<file path="config.mk">
export PLATFORM = sky130hd
export DESIGN_NAME = tdm_highway_port
export DESIGN_NICKNAME = d
export VERILOG_FILES = /design/src/rtl/tdm_hw_pkg.sv /design/src/rtl/tdm_offset_calc.sv /design/src/rtl/tdm_frame_counter.sv /design/src/rtl/tdm_tx_ser.sv /design/src/rtl/tdm_rx_deser.sv /design/src/rtl/tdm_highway_port.sv
export SDC_FILE = /design/constraint.sdc
export NUM_CORES = 1
export LEC_CHECK = 0
export ABC_AREA = 0
export BUFFER_PORTS_ARGS = -buffer_cell sky130_fd_sc_hd__buf_4
export CORE_MARGIN = 8
export CORE_UTILIZATION = 60
export CTS_CLUSTER_SIZE = 24
export DETAILED_ROUTE_END_ITERATION = 6
export PLACE_DENSITY = 0.95
export SYNTH_ARGS = -nofsm -noshare
export SYNTH_HDL_FRONTEND = slang
export SYNTH_SLANG_ARGS = --single-unit
</file>
<file path="constraint.sdc">
create_clock -name clk -period 6.91 [get_ports clk]
set_input_delay 1.0365 -clock clk [delete_from_list [all_inputs] [get_ports clk]]
set_output_delay 1.0365 -clock clk [all_outputs]
set_load 0.01 [all_outputs]
</file>
<file path="src/rtl/tdm_hw_pkg.sv">
package tdm_hw_pkg;

    // log2 of the slot count for a rate code; codes above 2 use the longest frame
    function automatic int unsigned slot_shift(input logic [1:0] rate, input int unsigned slot_w);
        int unsigned r;
        r = (rate > 2'd2) ? 2 : int'(rate);
        return slot_w - 2 + r;
    endfunction

endpackage

</file>
<file path="src/rtl/tdm_offset_calc.sv">
module tdm_offset_calc
    import tdm_hw_pkg::*;
#(
    parameter int unsigned SLOT_W = 7,
    parameter int unsigned BIT_W  = 3,
    localparam int unsigned PHASE_W = BIT_W + 1,
    localparam int unsigned POS_W   = SLOT_W + PHASE_W
) (
    input  logic [1:0]        rate_sel,
    input  logic [SLOT_W-1:0] byte_off,
    input  logic [BIT_W-1:0]  bit_off,
    input  logic              half_off,
    output logic [POS_W-1:0]  last_pos,
    output logic [POS_W-1:0]  load_pos
);
    int unsigned       shift_w;
    logic [SLOT_W-1:0] slot_mask;
    logic [SLOT_W-1:0] byte_wrapped;
    logic [POS_W-1:0]  off_half;
    logic [POS_W:0]    frame_len;

    always_comb begin
        shift_w      = slot_shift(rate_sel, SLOT_W);
        slot_mask    = SLOT_W'((32'd1 << shift_w) - 32'd1);
        byte_wrapped = byte_off & slot_mask;           // modulo slot count
        off_half     = {byte_wrapped, bit_off, half_off};  // offset in half bits
        frame_len    = (POS_W+1)'(1) << (shift_w + PHASE_W);
        last_pos     = POS_W'(frame_len - (POS_W+1)'(1));
        if (off_half == '0) begin
            load_pos = '0;
        end else begin
            load_pos = POS_W'(frame_len - {1'b0, off_half});
        end
    end
endmodule

</file>
<file path="src/rtl/tdm_frame_counter.sv">
module tdm_frame_counter #(
    parameter int unsigned POS_W = 11
) (
    input  logic             clk,
    input  logic             rst_n,
    input  logic             fsync,
    input  logic             fs_edge,
    input  logic [POS_W-1:0] last_pos,
    input  logic [POS_W-1:0] load_pos,
    output logic [POS_W-1:0] pos_q,
    output logic [POS_W-1:0] pos_d,
    output logic             resync
);
    typedef struct packed {
        logic [POS_W-1:0] pos;
        logic             phase;
        logic             resync;
    } cnt_state_t;

    cnt_state_t st_d, st_q;
    logic [POS_W-1:0] step_pos;
    logic             sample;

    always_comb begin
        sample    = fsync && (st_q.phase == fs_edge);
        step_pos  = (st_q.pos >= last_pos) ? '0 : st_q.pos + 1'b1;
        st_d       = st_q;
        st_d.phase = ~st_q.phase;
        st_d.pos   = sample ? load_pos : step_pos;
        st_d.resync = sample && (load_pos != step_pos);
    end

    always_ff @(posedge clk or negedge rst_n) begin
        if (!rst_n) begin
            st_q <= '0;
        end else begin
            st_q <= st_d;
        end
    end

    assign pos_q  = st_q.pos;
    assign pos_d  = st_d.pos;
    assign resync = st_q.resync;

    // without a sync the count advances by one inside the frame
    assert_count_step_R2: assert property (@(posedge clk) disable iff (!rst_n)
        ($past(rst_n) && !$past(sample) && ($past(pos_q) < $past(last_pos)))
            |-> (pos_q == $past(pos_q) + 1'b1));

    // with a steady frame length the position stays inside the frame
    assert_pos_in_frame_R11: assert property (@(posedge clk) disable iff (!rst_n)
        ($past(rst_n) && (last_pos == $past(last_pos))) |-> (pos_q <= last_pos));

    // a resync pulse follows a sampled frame sync
    assert_resync_cause_R10: assert property (@(posedge clk) disable iff (!rst_n)
        resync |-> $past(sample));
endmodule

</file>
<file path="src/rtl/tdm_tx_ser.sv">
module tdm_tx_ser #(
    parameter int unsigned SLOT_W = 7,
    parameter int unsigned BIT_W  = 3,
    localparam int unsigned DATA_W  = 1 << BIT_W,
    localparam int unsigned PHASE_W = BIT_W + 1,
    localparam int unsigned POS_W   = SLOT_W + PHASE_W
) (
    input  logic              clk,
    input  logic              rst_n,
    input  logic [POS_W-1:0]  pos_d,
    input  logic [DATA_W-1:0] tx_byte,
    output logic              fetch,
    output logic [SLOT_W-1:0] fetch_slot,
    output logic              txd
);
    typedef struct packed {
        logic [DATA_W-1:0] cur;
        logic              txd;
    } tx_state_t;

    tx_state_t st_d, st_q;
    logic [DATA_W-1:0] shifted;
    logic [BIT_W-1:0]  bit_idx;

    always_comb begin
        fetch      = (pos_d[PHASE_W-1:0] == '0);
        fetch_slot = pos_d[POS_W-1:PHASE_W];
        bit_idx    = pos_d[PHASE_W-1:1];
        st_d       = st_q;
        if (fetch) begin
            st_d.cur = tx_byte;
        end
        shifted  = st_d.cur << bit_idx;
        st_d.txd = shifted[DATA_W-1];   // MSB first
    end

    always_ff @(posedge clk or negedge rst_n) begin
        if (!rst_n) begin
            st_q <= '0;
        end else begin
            st_q <= st_d;
        end
    end

    assign txd = st_q.txd;

    // first bit of a fetched byte is its most significant bit
    assert_tx_msb_first_R7: assert property (@(posedge clk) disable iff (!rst_n)
        ($past(rst_n) && $past(fetch)) |-> (txd == $past(tx_byte[DATA_W-1])));
endmodule

</file>
<file path="src/rtl/tdm_rx_deser.sv">
module tdm_rx_deser #(
    parameter int unsigned SLOT_W = 7,
    parameter int unsigned BIT_W  = 3,
    localparam int unsigned DATA_W  = 1 << BIT_W,
    localparam int unsigned PHASE_W = BIT_W + 1,
    localparam int unsigned POS_W   = SLOT_W + PHASE_W
) (
    input  logic              clk,
    input  logic              rst_n,
    input  logic [POS_W-1:0]  pos_q,
    input  logic              rxd,
    output logic              rx_valid,
    output logic [DATA_W-1:0] rx_byte,
    output logic [SLOT_W-1:0] rx_slot
);
    typedef struct packed {
        logic [DATA_W-1:0] shreg;
        logic              valid;
        logic [DATA_W-1:0] data;
        logic [SLOT_W-1:0] slot;
    } rx_state_t;

    rx_state_t st_d, st_q;
    logic [DATA_W-1:0] next_shift;
    logic              slot_end;

    always_comb begin
        st_d       = st_q;
        next_shift = {st_q.shreg[DATA_W-2:0], rxd};
        slot_end   = &pos_q[PHASE_W-1:0];
        if (pos_q[0]) begin
            st_d.shreg = next_shift;    // sample in second half
        end
        st_d.valid = slot_end;
        if (slot_end) begin
            st_d.data = next_shift;
            st_d.slot = pos_q[POS_W-1:PHASE_W];
        end
    end

    always_ff @(posedge clk or negedge rst_n) begin
        if (!rst_n) begin
            st_q <= '0;
        end else begin
            st_q <= st_d;
        end
    end

    assign rx_valid = st_q.valid;
    assign rx_byte  = st_q.data;
    assign rx_slot  = st_q.slot;

    // a byte strobe only follows the last half-bit of a slot
    assert_rx_valid_at_slot_end_R9: assert property (@(posedge clk) disable iff (!rst_n)
        rx_valid |-> (&$past(pos_q[PHASE_W-1:0])));
endmodule

</file>
<file path="src/rtl/tdm_highway_port.sv">
module tdm_highway_port #(
    parameter int unsigned SLOT_W = 7,
    parameter int unsigned BIT_W  = 3,
    localparam int unsigned DATA_W  = 1 << BIT_W,
    localparam int unsigned PHASE_W = BIT_W + 1,
    localparam int unsigned POS_W   = SLOT_W + PHASE_W
) (
    input  logic              clk,
    input  logic              rst_n,
    input  logic [1:0]        rate_sel,
    input  logic [SLOT_W-1:0] byte_off,
    input  logic [BIT_W-1:0]  bit_off,
    input  logic              half_off,
    input  logic              fs_edge,
    input  logic              fsync,
    input  logic [DATA_W-1:0] tx_byte,
    output logic              tx_fetch,
    output logic [SLOT_W-1:0] tx_fetch_slot,
    output logic              txd,
    input  logic              rxd,
    output logic              rx_valid,
    output logic [DATA_W-1:0] rx_byte,
    output logic [SLOT_W-1:0] rx_slot,
    output logic              resync
);
    logic [POS_W-1:0] last_pos;
    logic [POS_W-1:0] load_pos;
    logic [POS_W-1:0] pos_q;
    logic [POS_W-1:0] pos_d;

    tdm_offset_calc #(.SLOT_W(SLOT_W), .BIT_W(BIT_W)) u_offset (
        .rate_sel (rate_sel),
        .byte_off (byte_off),
        .bit_off  (bit_off),
        .half_off (half_off),
        .last_pos (last_pos),
        .load_pos (load_pos)
    );

    tdm_frame_counter #(.POS_W(POS_W)) u_counter (
        .clk      (clk),
        .rst_n    (rst_n),
        .fsync    (fsync),
        .fs_edge  (fs_edge),
        .last_pos (last_pos),
        .load_pos (load_pos),
        .pos_q    (pos_q),
        .pos_d    (pos_d),
        .resync   (resync)
    );

    tdm_tx_ser #(.SLOT_W(SLOT_W), .BIT_W(BIT_W)) u_tx (
        .clk        (clk),
        .rst_n      (rst_n),
        .pos_d      (pos_d),
        .tx_byte    (tx_byte),
        .fetch      (tx_fetch),
        .fetch_slot (tx_fetch_slot),
        .txd        (txd)
    );

    tdm_rx_deser #(.SLOT_W(SLOT_W), .BIT_W(BIT_W)) u_rx (
        .clk      (clk),
        .rst_n    (rst_n),
        .pos_q    (pos_q),
        .rxd      (rxd),
        .rx_valid (rx_valid),
        .rx_byte  (rx_byte),
        .rx_slot  (rx_slot)
    );
endmodule

</file>
# Word-level counts from Yosys, hierarchy flattened
# Cells that the tools add are included.
# W data, S select, Z words.
[totals]
output_inout_bits = 26
inputBits = 26
elab_cells = 34
register_bits = 45
[classes]
add_sub_neg = 6
n_lt_le_gt_ge = 2
reduce_logical = 5
n_eq_ne = 2
muxes = 5
bitwise_logic = 2
shifts = 3
[ops]
columns = ["operator", "count"]
rows = [
  ["$mux W11", 3],
  ["$add A3 B32 Y32 const A", 1],
  ["$add A32 B3 Y32 const B", 1],
  ["$shl A1 B32 Y11 const A", 1],
  ["$shl A1 B32 Y7 const A", 1],
  ["$add A11 B1 Y11 const B", 1],
  ["$ge A11 B11 Y1", 1],
  ["$logic_not A11 Y1", 1],
  ["$ne A11 B11 Y1", 1],
  ["$sub A11 B1 Y11 const B", 1],
  ["$sub A11 B11 Y11", 1],
  ["$mux W8", 1],
  ["$shl A8 B3 Y8", 1],
  ["$and A7 B7 Y7", 1],
  ["$sub A7 B1 Y7 const B", 1],
  ["$logic_not A4 Y1", 1],
  ["$reduce_and A4 Y1", 1],
  ["$gt A2 B2 Y1 const B", 1],
  ["$logic_and A1 B1 Y1", 2],
  ["$mux W2", 1],
  ["$eq A1 B1 Y1", 1],
  ["$not A1 Y1", 1],
]

# Longest topological paths before layout
# Gate-level depths: netlist of run 1.
[logic_depth]
word_depth = 12
ltp_mapped = 11
ltp_nobuf = 11

# Hierarchy
# A second synthesis of run 1 with hierarchy kept.
[hier_totals]
cells_unflattened = 317
hier_area_um2 = 3181.8
[by_module_without_submodules]
columns = ["module", "n_inst", "cells_per_inst", "area_per_inst_um2", "seq_area_each_um2"]
rows = [
  ["tdm_frame_counter", 1, 174, 1397.6, 325.3],
  ["tdm_rx_deser", 1, 49, 904.6, 575.6],
  ["tdm_tx_ser", 1, 34, 466.7, 225.2],
  ["tdm_offset_calc", 1, 60, 412.9, 0.0],
]

# Least setup slack after synthesis of run 1
# Ideal clock, no wire load.
[synth_path]
path_type = "input to output"
startpoint = "input port rate_sel[1]"
endpoint = "output port tx_fetch_slot[3]"
arrival_time_ns = 2.712
path_buffers = 3
setup_slack_ns = 3.162
path_stages = 10
required_time_ns = 5.873
cell_sequence = "inv_1 > ha_1 > and3_1 > nand3_1 > o211ai_4 > buf_2 > clkbuf_1 > or3_1 > o21ai_0 > buf_4"
[synth_via]
elab_chain_cells = 9
word_cells_on_any_way = 15
classes_between = "add/sub (5); order compare (2); shift (2); mux (4); bitwise (1); reduce/logical (1)"
[synth_lines]
columns = ["item", "line_no", "rtl"]
rows = [
  ["from (decl)", "tdm_highway_port.sv:10", "input logic [1:0] rate_sel,"],
  ["$gt A2 B2 Y1", "tdm_hw_pkg.sv:6", "r = (rate > 2'd2) ? 2 : int'(rate);"],
  ["$mux W2 *", "tdm_hw_pkg.sv:6", ""],
  ["$add A3 B32 Y32 *", "tdm_hw_pkg.sv:7", "return slot_w - 2 + r;"],
  ["$add A32 B3 Y32 or $shl A1 B32 Y7 (tied branches)", "tdm_offset_calc.sv:27, tdm_offset_calc.sv:24", ""],
  ["$shl A1 B32 Y11 or $sub A7 B1 Y7 (tied branches)", "tdm_offset_calc.sv:27, tdm_offset_calc.sv:24", ""],
  ["$sub A11 B1 Y11 or $and A7 B7 Y7 (tied branches)", "tdm_offset_calc.sv:28, tdm_offset_calc.sv:25", ""],
  ["$ge A11 B11 Y1 (tied with other cells)", "tdm_frame_counter.sv:26", "step_pos = (st_q.pos >= last_pos) ? '0 : st_q.pos + 1'b1;"],
  ["$mux W11, on equally long branches", "tdm_frame_counter.sv:26, tdm_offset_calc.sv:29", ""],
  ["$mux W11 *", "tdm_frame_counter.sv:29", "st_d.pos = sample ? load_pos : step_pos;"],
  ["to (decl)", "tdm_highway_port.sv:18", "output logic [SLOT_W-1:0] tx_fetch_slot,"],
]
# Every way passes the cells marked *; elsewhere a longest branch is shown, timed or not.

# Final worst setup path of run 1
[layout_path]
startpoint = "register u_counter.st_q (netlist bit u_counter.pos_q[0])"
endpoint = "output port tx_fetch"
[layout_via]
elab_chain_cells = 4
word_cells_on_any_way = 5
classes_between = "add/sub (1); order compare (1); mux (2); reduce/logical (1)"
[layout_lines]
columns = ["item", "line_no", "rtl"]
rows = [
  ["from (decl)", "tdm_frame_counter.sv:20", "cnt_state_t st_d, st_q;"],
  ["from (signal assigned)", "tdm_frame_counter.sv:37", "st_q <= st_d;"],
  ["$add A11 B1 Y11 or $ge A11 B11 Y1 (tied branches)", "tdm_frame_counter.sv:26", ""],
  ["$mux W11 *", "tdm_frame_counter.sv:26", ""],
  ["$mux W11 *", "tdm_frame_counter.sv:29", ""],
  ["named net pos_d[2]", "tdm_highway_port.sv:29", "logic [POS_W-1:0] pos_d;"],
  ["$logic_not A4 Y1 *", "tdm_tx_ser.sv:26", "fetch = (pos_d[PHASE_W-1:0] == '0);"],
  ["to (decl)", "tdm_highway_port.sv:17", "output logic tx_fetch,"],
]
# The timed path passes the listed nets; every way through them passes the cells marked *.

==> run metrics, run 1 <==
status=finished, final reports clean; Sw Share=36.15%; Syn Area/Cell=9.566 um^2; FFs w/ async S/R, synth=100.0%; initial antenna violation count=0; Most common cell on crit path=nand3_1; WL/cell=16.34 um; combinational share of power=approximately two fifths; worst-skew pair later-pin latency=310 ps; DR vias/cell=5.786; Max Clock Freq=197.9 MHz; Total Neg Setup Slack=0 ps; Synth Instances=285; # resized after CTS=0; io pins=52; IO Port Bufs=51; routed via count=2,216; Slew headroom=about 60%; CTS Buf Count=5; cell taking the most area after synthesis=dfrtp_1; hold_buf cts=0; kind of critical path=flop to output pin; final wirelength=6260 um; Arr. time, crit path=4020 ps; unrepaired setup endpoints after global routing=false; Primary FF master, synth=dfrtp_1; worst-margin pin slew=599.2 ps; Layout Area Growth over Synthesis=17.71%; largest net degree at the start of global routing=46; Clock Skews=roughly 9.2 ps; most common cell after layout, fill and taps aside=nand2_1; Power Total=1.108 mW; final setup vio count=0; Clock power frac=18.1%; Netlist cell types=60; Cell Count Post-Placement=375; # rows=24; Max Cap Violations=0; Placer Congestion=about 0.90; CP top delay family=simple AND/OR/NAND/NOR gates; Critical Path Source=u_counter.pos_q[0]; flops & latches, synth=45; clock buffer depth=2; sequential share of the synthesized area=about two fifths; die span in y=83.41 um; fraction of layout cells with a size suffix above 1=between 20% and 30%; root buffer cell=clkbuf_8; CTS tree=built; # DRC=0; antenna-violating nets left=0; Crit Path Max Fanout=24; WP buf/inv=2; fin crit period=5054 ps; number of synthesized flops with an enable pin=0; final core area utilization=roughly 74%; Worst Min Path Start=u_counter.st_q[1]; die area=6957 um^2; Mapped Area=2726 um^2; Peak supply drop=0.2211 mV; Final HPWL DP=4712 um; final hold viol count=0; # clock sinks=45; synth warn=0; CP max-delay cell=dfrtp_1; pre-CTS setup slack=between 2000 and 2500 ps; initial core utilization=62.61%; vias in the first global route=2,265; first-pass iteration count of the detailed router=4; postcts setup bufs=0; die width=83.41 um; Non-Filler Instances=about 380; DR iter-0 viols=121; Hold Path Class=flop to flop; fin worst setup slack=1856 ps; number of diodes=0; H-tree levels=2; Synth top area share=41.30%; total track usage=a little under a fifth; Slew Viols, Final=0; grt total ovfl=0; Clock transition at path regs=around 80 ps; Reg power frac=40.4%; Leak=between 1.5 and 2 nW; CP endpoint kind=output pin; Synth area leaders=dfrtp_1 41%, nand2_1 8.1%, mux2_2 7.0%; Critical R2R Launch=u_counter.pos_q[0]; Switch Pwr=0.4005 mW; fin nets=365; PwrDens=345.3 nW/um^2; commonest non-fill, non-tap cells in the layout=59 x nand2_1, 51 x buf_4, 45 x dfrtp_1; first-pass GRT wire length=10,520 um; Core ar.=~4400 um^2; CP startpoint kind=flop; Final period util=between 70% and 80%; Cell Chain, Critical Path=ha_1, nand3_1, inv_1, nand3_1, o211ai_4, or3_1, o21ai_2, nor4_4, buf_4; Internal=0.7075 mW; biggest cell delay along the critical path=around 660 ps; Worst EP required=5870 ps
==> synth_stat cells, drive strengths merged, types with 2 or more instances <==
library cell,number
nand2,60
dfrtp,45
mux2,17
xnor2,15
o21ai,12
buf,9
ha,9
xor2,9
a21oi,8
inv,8
nand3,8
nor2,8
or3,8
clkbuf,7
mux2i,5
nor4,5
nor3,4
a21o,3
nand2b,3
o211ai,3
o22ai,3
or2,3
a31oi,2
a41oi,2
and2,2
and3,2
and4,2
conb,2
nand4,2
o32a,2
==> power groups by stage <==
| stage | Sequential [mW] | Clock [mW] | Combinational, mW |
|---|---|---|---|
| finish | 0.448 | 0.200 | 0.460 |
| global route | 0.461 | 0.213 | 0.506 |
| CTS | 0.446 | 0.201 | 0.463 |
| detailed placement | 0.450 | 0 | 0.458 |
| global placement | 0.442 | 0 | 0.440 |
| floorplan | 0.447 | 0 | 0.297 |
==> cell type report <==
cell class                      instances  area (um^2)
Multi-Input combinational cell        219         1494
Fill cell                             312         1145
Sequential cell                        45         1126
Timing Repair Buffer                   51        382.9
Clock buffer                            6        72.57
Tap cell                               52        65.06
Clock inverter                          2        38.79
Inverter                                8        30.03
==> state kept, by name (all words and copies together), names as in the netlist <==
signal	cells
u_counter.pos_q	11
u_rx.next_shift	7
u_rx.rx_valid	1
u_counter.st_q	1
u_tx.st_q	8
u_rx.rx_slot	7
u_rx.rx_byte	8
u_tx.txd	1
u_counter.resync	1
==> kinds of logic after synthesis <==
kind of cell | after synthesis | share of synthesized area (%)
AO/OA/AOI/OAI | 48 | 12.85
XOR/XNOR | 24 | 7.710
adder cells (fa/ha/maj) | 9 | 4.130
buffers and inverters | 24 | 4.314
flip-flops | 45 | 41.30
multiplexers | 22 | 8.857
other | 2 | 0.2755
AND/OR/NAND/NOR | 111 | 20.56
==> path summary, 6_finish.rpt <==
check	to	slack [ps]	cells past startpoint
hold reg to reg	u_counter.st_q[1]	460	1
max in group asynchronous	u_counter.pos_q[10]	5820	1
setup / recovery	tx_fetch	1860	9
min in group asynchronous	u_rx.rx_byte[3]	710	1
hold / removal	u_counter.st_q[1]	460	1
setup reg to reg	u_tx.st_q[8]	2900	9
==> per-stage QoR <==
step	cell area [um^2]	hold WS [ps]
after global routing	3209	503.3
after global placement	3098	425.2
after detailed placement	3098	444.8
after CTS	3209	462.4
final	3209	460.2
after floorplan	2738	414.3
==> metal layers <==
layer  wire, um  GRT usage (%)  up-vias  share of wire, %
met2       3180          31.90       82                51
met5          0              0        -                 0
met3        392          6.152       12               6.3
met1       2597          20.31     1044                41
met4         89          4.867        0               1.4
li1           -              -     1078                 -
==> worst reg2reg max path, cell delays in order (launching register included) <==
cell and delay [ps]:
dfrtp_1 660, ha_1 290, nand3_1 410, inv_1 640, nand3_1 260, o211ai_4 320, or3_1 210, o21ai_2 100
nor4_4 600, mux2_2 410
(Power assumes the default switching activity.)
==> inputs of run 2 (changes only) <==
--- a/config.mk
+++ b/config.mk
@@ -5,13 +5,13 @@
 export SDC_FILE = /design/constraint.sdc
 export NUM_CORES = 1
 export LEC_CHECK = 0
-export ABC_AREA = 0
+export ABC_AREA = 1
 export BUFFER_PORTS_ARGS = -buffer_cell sky130_fd_sc_hd__buf_4
 export CORE_MARGIN = 8
-export CORE_UTILIZATION = 60
+export CORE_UTILIZATION = 56
 export CTS_CLUSTER_SIZE = 24
 export DETAILED_ROUTE_END_ITERATION = 6
-export PLACE_DENSITY = 0.95
+export PLACE_DENSITY = 0.92
 export SYNTH_ARGS = -nofsm -noshare
 export SYNTH_HDL_FRONTEND = slang
 export SYNTH_SLANG_ARGS = --single-unit
==> constraint.sdc (replaced) <==
create_clock -name clk -period 5 [get_ports clk]
set_input_delay 0.75 -clock clk [delete_from_list [all_inputs] [get_ports clk]]
set_output_delay 0.75 -clock clk [all_outputs]
set_load 0.01 [all_outputs]
==> run 2 against run 1 <==
  * Hold slack worse by 22 ps
  * Sequential share of layout area shrank 0.096 points
  * Global-route usage down 1.6 points
  * Area after synthesis increased by 0.37%
  * Wire length shrank 8.9%
  * Critical path type unchanged
  * Total power rose by 32%
==> run metrics, run 2 <==
status=finished, final reports clean; fin nets=433 (+19%); die span in y=85.90 um (+3.0%); unrepaired setup endpoints after global routing=false; final setup vio count=0 (unchanged); Slew Viols, Final=0 (unchanged); Clock transition at path regs=90 ps (about the same); Final HPWL DP=4510 um (-4.3%); Critical R2R Launch=u_counter.pos_q[0]; Netlist cell types=31 (-48%); antenna-violating nets left=0 (unchanged); Synth Instances=349 (+22%); first-pass iteration count of the detailed router=6 (+2); Syn Area/Cell=7.841 um^2 (-18%); fraction of layout cells with a size suffix above 1=22.06% (-4.8 points); postcts setup bufs=0 (unchanged); Arr. time, crit path=2890 ps (-1130 ps); # DRC=0 (unchanged); number of diodes=0 (unchanged); Hold Path Class=input pin to async pin; io pins=52 (unchanged); hold_buf cts=0 (unchanged); CP top delay family=buffers and inverters; CTS tree=built; top post-synthesis cells by count=89 x nand2_1, 45 x dfrtp_1, 38 x inv_1, 37 x nand3_1, 28 x o21ai_0; Max Clock Freq=274.4 MHz; worst-skew pair later-pin latency=300 ps (about the same); WL/cell=12.24 um (-25%); Total Neg Setup Slack=0 ps (unchanged); Clock Skews=5.535 ps (-3.643 ps); Cell Count Post-Placement=458 (+22%); Mapped Area=2736 um^2 (+0.37%); reg2reg setup slack=2320 ps (-580 ps); r2r endpoint=u_tx.txd; number of synthesized flops with an enable pin=0 (unchanged); Leak=1.727 nW (+14%); DR vias/cell=5.075 (-12%); CP startpoint kind=flop; Worst EP required=4250 ps (-1620 ps); CTS Buf Count=5 (unchanged); die width=85.90 um (+3.0%); CP max-delay cell=dfrtp_1; top-count cell post-synth=nand2_1; vias in the first global route=2,393 (+5.7%); Top reg by flops=u_counter.pos_q; most common cell after layout, fill and taps aside=nand2_1; Sw Share=40.86% (+4.7 points); Non-Filler Instances=466 (+22%); final wirelength=5703 um (-8.9%); Max Cap Violations=0 (unchanged); Layout Area Growth over Synthesis=17.60% (about the same); initial core utilization=57.93% (-4.7 points); # clock sinks=45 (unchanged); Reg power frac=39.4% (-1.0 points); synth warn=0 (unchanged); first-pass GRT wire length=10,150 um (-3.5%); fin worst setup slack=1356 ps (-499.8 ps); flops & latches, synth=45 (unchanged); biggest cell delay along the critical path=640 ps (-20 ps); Cell Chain, Critical Path=ha_1, nand2_2, nor2_8, clkinv_1, nand2_1, nand3_1, o21ai_0, buf_4; kind of critical path=flop to output pin; # resized after CTS=0 (unchanged); sequential share of the synthesized area=41.15% (-0.15 points); cell taking the most area after synthesis=dfrtp_1; largest net degree at the start of global routing=46 (unchanged); total track usage=16.57% (-1.6 points); Peak supply drop=0.1605 mV (-27%); commonest non-fill, non-tap cells in the layout=89 x nand2_1, 51 x buf_4, 45 x dfrtp_1; H-tree levels=2 (unchanged); Synth top area share=41.15% (-0.15 points); clock buffer depth=2 (unchanged); pre-CTS setup slack=1568 ps (-625.8 ps); # rows=25 (+4.2%); fin crit period=roughly 3600 ps; initial antenna violation count=0 (unchanged); root buffer cell=clkbuf_8; Crit Path Max Fanout=28 (+17%); Final period util=72.88%; DR iter-0 viols=119 (-1.7%); final hold viol count=0 (unchanged); Slew headroom=58.65% (-1.4 points); Switch Pwr=0.5996 mW (+50%); max FFs per register=11 (unchanged); FFs w/ async S/R, synth=100.0% (unchanged); Placer Congestion=0.8716 (-3.2%); Core ar.=4723 um^2 (+8.5%); CP endpoint kind=output pin; Worst R2R Path Depth=16 (+7); routed via count=2,365 (+6.7%); grt total ovfl=0 (unchanged); Internal=0.8679 mW (+23%); Synth area leaders=dfrtp_1 41%, nand2_1 12%, nand3_1 6.8%; combinational share of power=45.2% (+3.7 points); die area=7379 um^2 (+6.1%); PwrDens=456.0 nW/um^2 (+32%); IO Port Bufs=51 (unchanged); worst-margin pin slew=616.4 ps (+17.26 ps); WP buf/inv=2 (unchanged); Primary FF master, synth=dfrtp_1; Clock power frac=15.4% (-2.7 points)
## run 2: per-layer routing
| metal | GRT usage (%) | vias up | wire (um) |
|---|---|---|---|
| li1 | - | 1197 | - |
| met1 | 19.69 | 1084 | 2557 |
| met2 | 27.78 | 71 | 2702 |
| met3 | 4.202 | 13 | 321 |
| met4 | 6.688 | 0 | 121 |
| met5 | 0 | - | 0 |
## run 2: area by class of cell
| class | instances | area (um^2) |
|---|---|---|
| repair buffers | 51 | 382.9 |
| clock buffers | 5 | 68.82 |
| well taps | 67 | 83.83 |
| inverters | 45 | 168.9 |
| multi-input cells | 250 | 1366 |
| flip-flops and latches | 45 | 1126 |
| fillers | 383 | 1505 |
| clock inverters | 3 | 21.27 |
## run 2: worst max-delay path by stage
stage	from	endpoint	slack [ps]	cells past startpoint
after detailed placement	rate_sel[1]	tx_fetch	1570	14
after floorplan	rate_sel[1]	tx_fetch_slot[5]	2060	13
final	u_counter.pos_q[0]	tx_fetch_slot[0]	1360	8
after CTS	u_counter.pos_q[0]	tx_fetch_slot[0]	1410	8
after global routing	u_counter.pos_q[0]	tx_fetch_slot[0]	1100	8
after global placement	rate_sel[1]	tx_fetch	1630	14
## run 2: per-stage QoR
| step | hold slack, ps | total power [mW] | cell area, um^2 | utilization [%] |
|---|---|---|---|---|
| after global placement | 422.5 | 1.217 | 3128 | 66.23 |
| after CTS | 449.7 | 1.474 | 3218 | 68.13 |
| final | 438.2 | 1.468 | 3218 | 68.13 |
| after floorplan | 412.0 | 1.038 | 2748 | - |
| after global routing | 465.2 | 1.593 | 3218 | 68.13 |
| after detailed placement | 433.6 | 1.248 | 3128 | 66.23 |
## run 2: logic make-up after synthesis
logic type      count (synthesis)  synth area share (%)
compound gates                 37                 7.132
buf+inv                        57                 9.328
simple gates                  179                 31.41
fa+ha+maj                       9                 4.115
other cells                     2                0.2745
flops                          45                 41.15
xor+xnor                       16                 5.121
mux                             4                 1.463
## run 2: worst register-to-register path, stage by stage, from the launching register on
cell,delay [ps]
dfrtp_1,560
ha_1,330
nand2_2,130
nor2_8,60
nand3_1,100
nand2_1,70
nor2_2,400
nand3_1,160
nand2_2,160
nor2_4,80
nand2_4,150
nand2_1,90
nand3_1,80
nand3_1,70
nand2_1,80
nand2_1,50
nand2_1,70
## run 2: power groups by stage
stage / Sequential (mW) / Combinational (mW) / Clock (mW)
CTS: 0.579 / 0.666 / 0.230
finish: 0.579 / 0.663 / 0.225
floorplan: 0.589 / 0.450 / 0
detailed placement: 0.584 / 0.664 / 0
global route: 0.596 / 0.752 / 0.245
global placement: 0.579 / 0.638 / 0
==> inputs of run 3 (changes only) <==
--- a/config.mk
+++ b/config.mk
@@ -8,10 +8,10 @@
 export ABC_AREA = 1
 export BUFFER_PORTS_ARGS = -buffer_cell sky130_fd_sc_hd__buf_4
 export CORE_MARGIN = 8
-export CORE_UTILIZATION = 56
+export CORE_UTILIZATION = 50
 export CTS_CLUSTER_SIZE = 24
 export DETAILED_ROUTE_END_ITERATION = 6
-export PLACE_DENSITY = 0.92
+export PLACE_DENSITY = 0.87
 export SYNTH_ARGS = -nofsm -noshare
 export SYNTH_HDL_FRONTEND = slang
 export SYNTH_SLANG_ARGS = --single-unit
==> constraint.sdc (replaced) <==
create_clock -name clk -period 3.3 [get_ports clk]
set_input_delay 0.495 -clock clk [delete_from_list [all_inputs] [get_ports clk]]
set_output_delay 0.495 -clock clk [all_outputs]
set_load 0.01 [all_outputs]
==> run 3 against run 2 <==
  * Die area increased by 9.7%
  * Register-to-register slack got worse by 1600 ps
  * Via count decreased by 2.9%
  * Critical path depth increased by 3
  * Cell count increased by 1.3%
  * Sequential power increased by 51%
  * Clock skew increased by 5.4 ps
  * First-iteration DRC count increased by 5.0%
  * Largest power group unchanged
  * Sequential cell count unchanged
  * Count of clock-buffer cells in the layout increased by 1
  * Wire length increased by 1.5%
  * Total power increased by 50%
==> run metrics, run 3 (same netlist as run 2, synthesis figures left out) <==
status=finished, final reports clean; postcts setup bufs=0 (unchanged); fraction of layout cells with a size suffix above 1=22.00% (-0.055 points); Routed met2 length=2941 um (+8.8%); Clock Skews=10.89 ps (+5.356 ps); Leak=1.733 nW (+0.38%); DR iter-0 viols=125 (+5.0%); IO Port Bufs=51 (unchanged); initial core utilization=50.62% (-7.3 points); fin crit period=3047 ps; largest net degree at the start of global routing=46 (unchanged); vias in the first global route=2,358 (-1.5%); grt total ovfl=0 (unchanged); most common cell after layout, fill and taps aside=nand2_1; CP endpoint kind=output pin; fin nets=434 (+0.23%); Clock transition at path regs=90 ps (about the same); Power Total=2.203 mW (+50%); Arr. time, crit path=2550 ps (-340 ps); CTS tree=built; uppermost layer routed=met4; Cell Count Post-Placement=464 (+1.3%); worst-margin pin slew=539.5 ps (-76.94 ps); final core area utilization=59.75% (-8.4 points); Slew headroom=64.03% (+5.4 points); Sw Share=40.35% (-0.51 points); # rows=27 (+8.0%); Switch Pwr=0.8890 mW (+48%); Crit Path Max Fanout=16 (-43%); Internal=1.314 mW (+51%); CP startpoint kind=flop; Max Clock Freq=328.1 MHz; combinational share of power=45.6% (+0.4 points); DR vias/cell=4.867 (-4.1%); total track usage=14.80% (-1.8 points); final hold viol count=0 (unchanged); max FFs per register=11 (unchanged); final setup vio count=0 (unchanged); Final HPWL DP=4536 um (+0.57%); initial antenna violation count=0 (unchanged); clock buffer depth=2 (unchanged); die span in y=89.98 um (+4.7%); WL/cell=12.26 um (+0.22%); Placer Congestion=0.8916 (+2.3%); worst-skew pair later-pin latency=290 ps (about the same); root buffer cell=clkbuf_8; unrepaired setup endpoints after global routing=false; length of routed met3 wiring=206 um (-36%); kind of critical path=flop to output pin; Clock power frac=14.6% (-0.8 points); pre-CTS setup slack=316.4 ps (-1252 ps); # clock sinks=45 (unchanged); first-pass GRT wire length=10,160 um (+0.14%); PwrDens=682.3 nW/um^2 (+50%); Peak supply drop=0.2513 mV (+57%); Non-Filler Instances=472 (+1.3%); H-tree levels=2 (unchanged); io pins=52 (unchanged); final wirelength=5789 um (+1.5%); Slew Viols, Final=0 (unchanged); routed via count=2,297 (-2.9%); Worst EP required=2800 ps (-1450 ps); Max Cap Violations=0 (unchanged); CTS Buf Count=5 (unchanged); commonest non-fill, non-tap cells in the layout=89 x nand2_1, 52 x buf_4, 45 x dfrtp_1; Total Neg Setup Slack=0 ps (unchanged); Core ar.=5405 um^2 (+14%); Top reg by flops=u_counter.pos_q; Hold Path Class=input pin to async pin; Layout Area Growth over Synthesis=18.02%; fin worst setup slack=252.5 ps (-1103 ps); antenna-violating nets left=0 (unchanged); Final period util=about 90%; # DRC=0 (unchanged); number of diodes=0 (unchanged); die area=8096 um^2 (+9.7%); die width=89.98 um (+4.7%); wl on met1=2561 um (+0.16%); Reg power frac=39.7% (+0.3 points); first-pass iteration count of the detailed router=4 (-2)
[run 3: cell count changes in the layout (fill, tap and decap cells not counted)]
cell | previous run | this run
clkinvlp_4 | 1 | 0
clkinv_2 | 1 | 2
nor2_4 | 3 | 4
clkbuf_1 | 0 | 1
buf_4 | 51 | 52
nor2_2 | 3 | 2
inv_6 | 1 | 0
[run 3: routing by layer]
metal / track usage [%] / vias to the layer above
met1: 17.10 / 1049
met4: 5.687 / 0
met3: 2.909 / 6
met2: 26.26 / 46
met5: 0 / -
li1: - / 1196
[run 3: critical path: stages, from the launching register on]
cell and delay (ps):
dfrtp_1 550, ha_1 310, nand2_2 120, nor2_8 60, nand3_1 110, nand2_1 100
nor2_4 270, inv_1 100, nor2_1 150, inv_1 70, o21ai_0 240, buf_4 180
[run 3: power by group through the flow]
stage / registers [mW] / logic (mW) / clock network (mW)
2_1_floorplan: 0.892 / 0.681 / 0
3_3_place_gp: 0.880 / 0.972 / 0
3_5_place_dp: 0.886 / 1.00 / 0
4_1_cts: 0.877 / 1.01 / 0.334
5_1_grt: 0.899 / 1.14 / 0.357
6_report: 0.876 / 1.01 / 0.322
[run 3: layout make-up]
type / instances / area, um^2
Clock buffer: 6 / 72.57
Clock inverter: 2 / 10.01
Fill cell: 490 / 2176
Inverter: 45 / 168.9
Multi-Input combinational cell: 250 / 1371
Sequential cell: 45 / 1126
Tap cell: 72 / 90.09
Timing Repair Buffer: 52 / 390.4
[run 3: what timing repair did]
| item | in CTS | in global routing |
|---|---|---|
| gates resized for setup | 0 | 1 |
| hold buffers | 0 | 0 |
| setup endpoints to repair | 0 | 6 |
[run 3: final timing paths]
path | start | endpoint | slack [ps] | depth (start not counted)
worst max-delay path | u_counter.pos_q[0] | tx_fetch_slot[5] | 250 | 11
worst min-delay path | rst_n | u_counter.resync | 180 | 1
worst max register to register | u_counter.pos_q[0] | u_tx.txd | 740 | 16
worst min register to register | u_counter.st_q[1] | u_counter.st_q[1] | 440 | 1
max in group asynchronous | rst_n | u_rx.rx_slot[1] | 2750 | 1
min in group clk | rxd | u_rx.rx_byte[0] | 420 | 3
[run 3: metrics by stage]
step / hold WS, ps / instance area, um^2
final: 181.3 / 3229
after CTS: 195.0 / 3224
after global placement: 421.5 / 3142
after global routing: 217.7 / 3229
after detailed placement: 428.5 / 3142
after floorplan: 199.4 / 2748
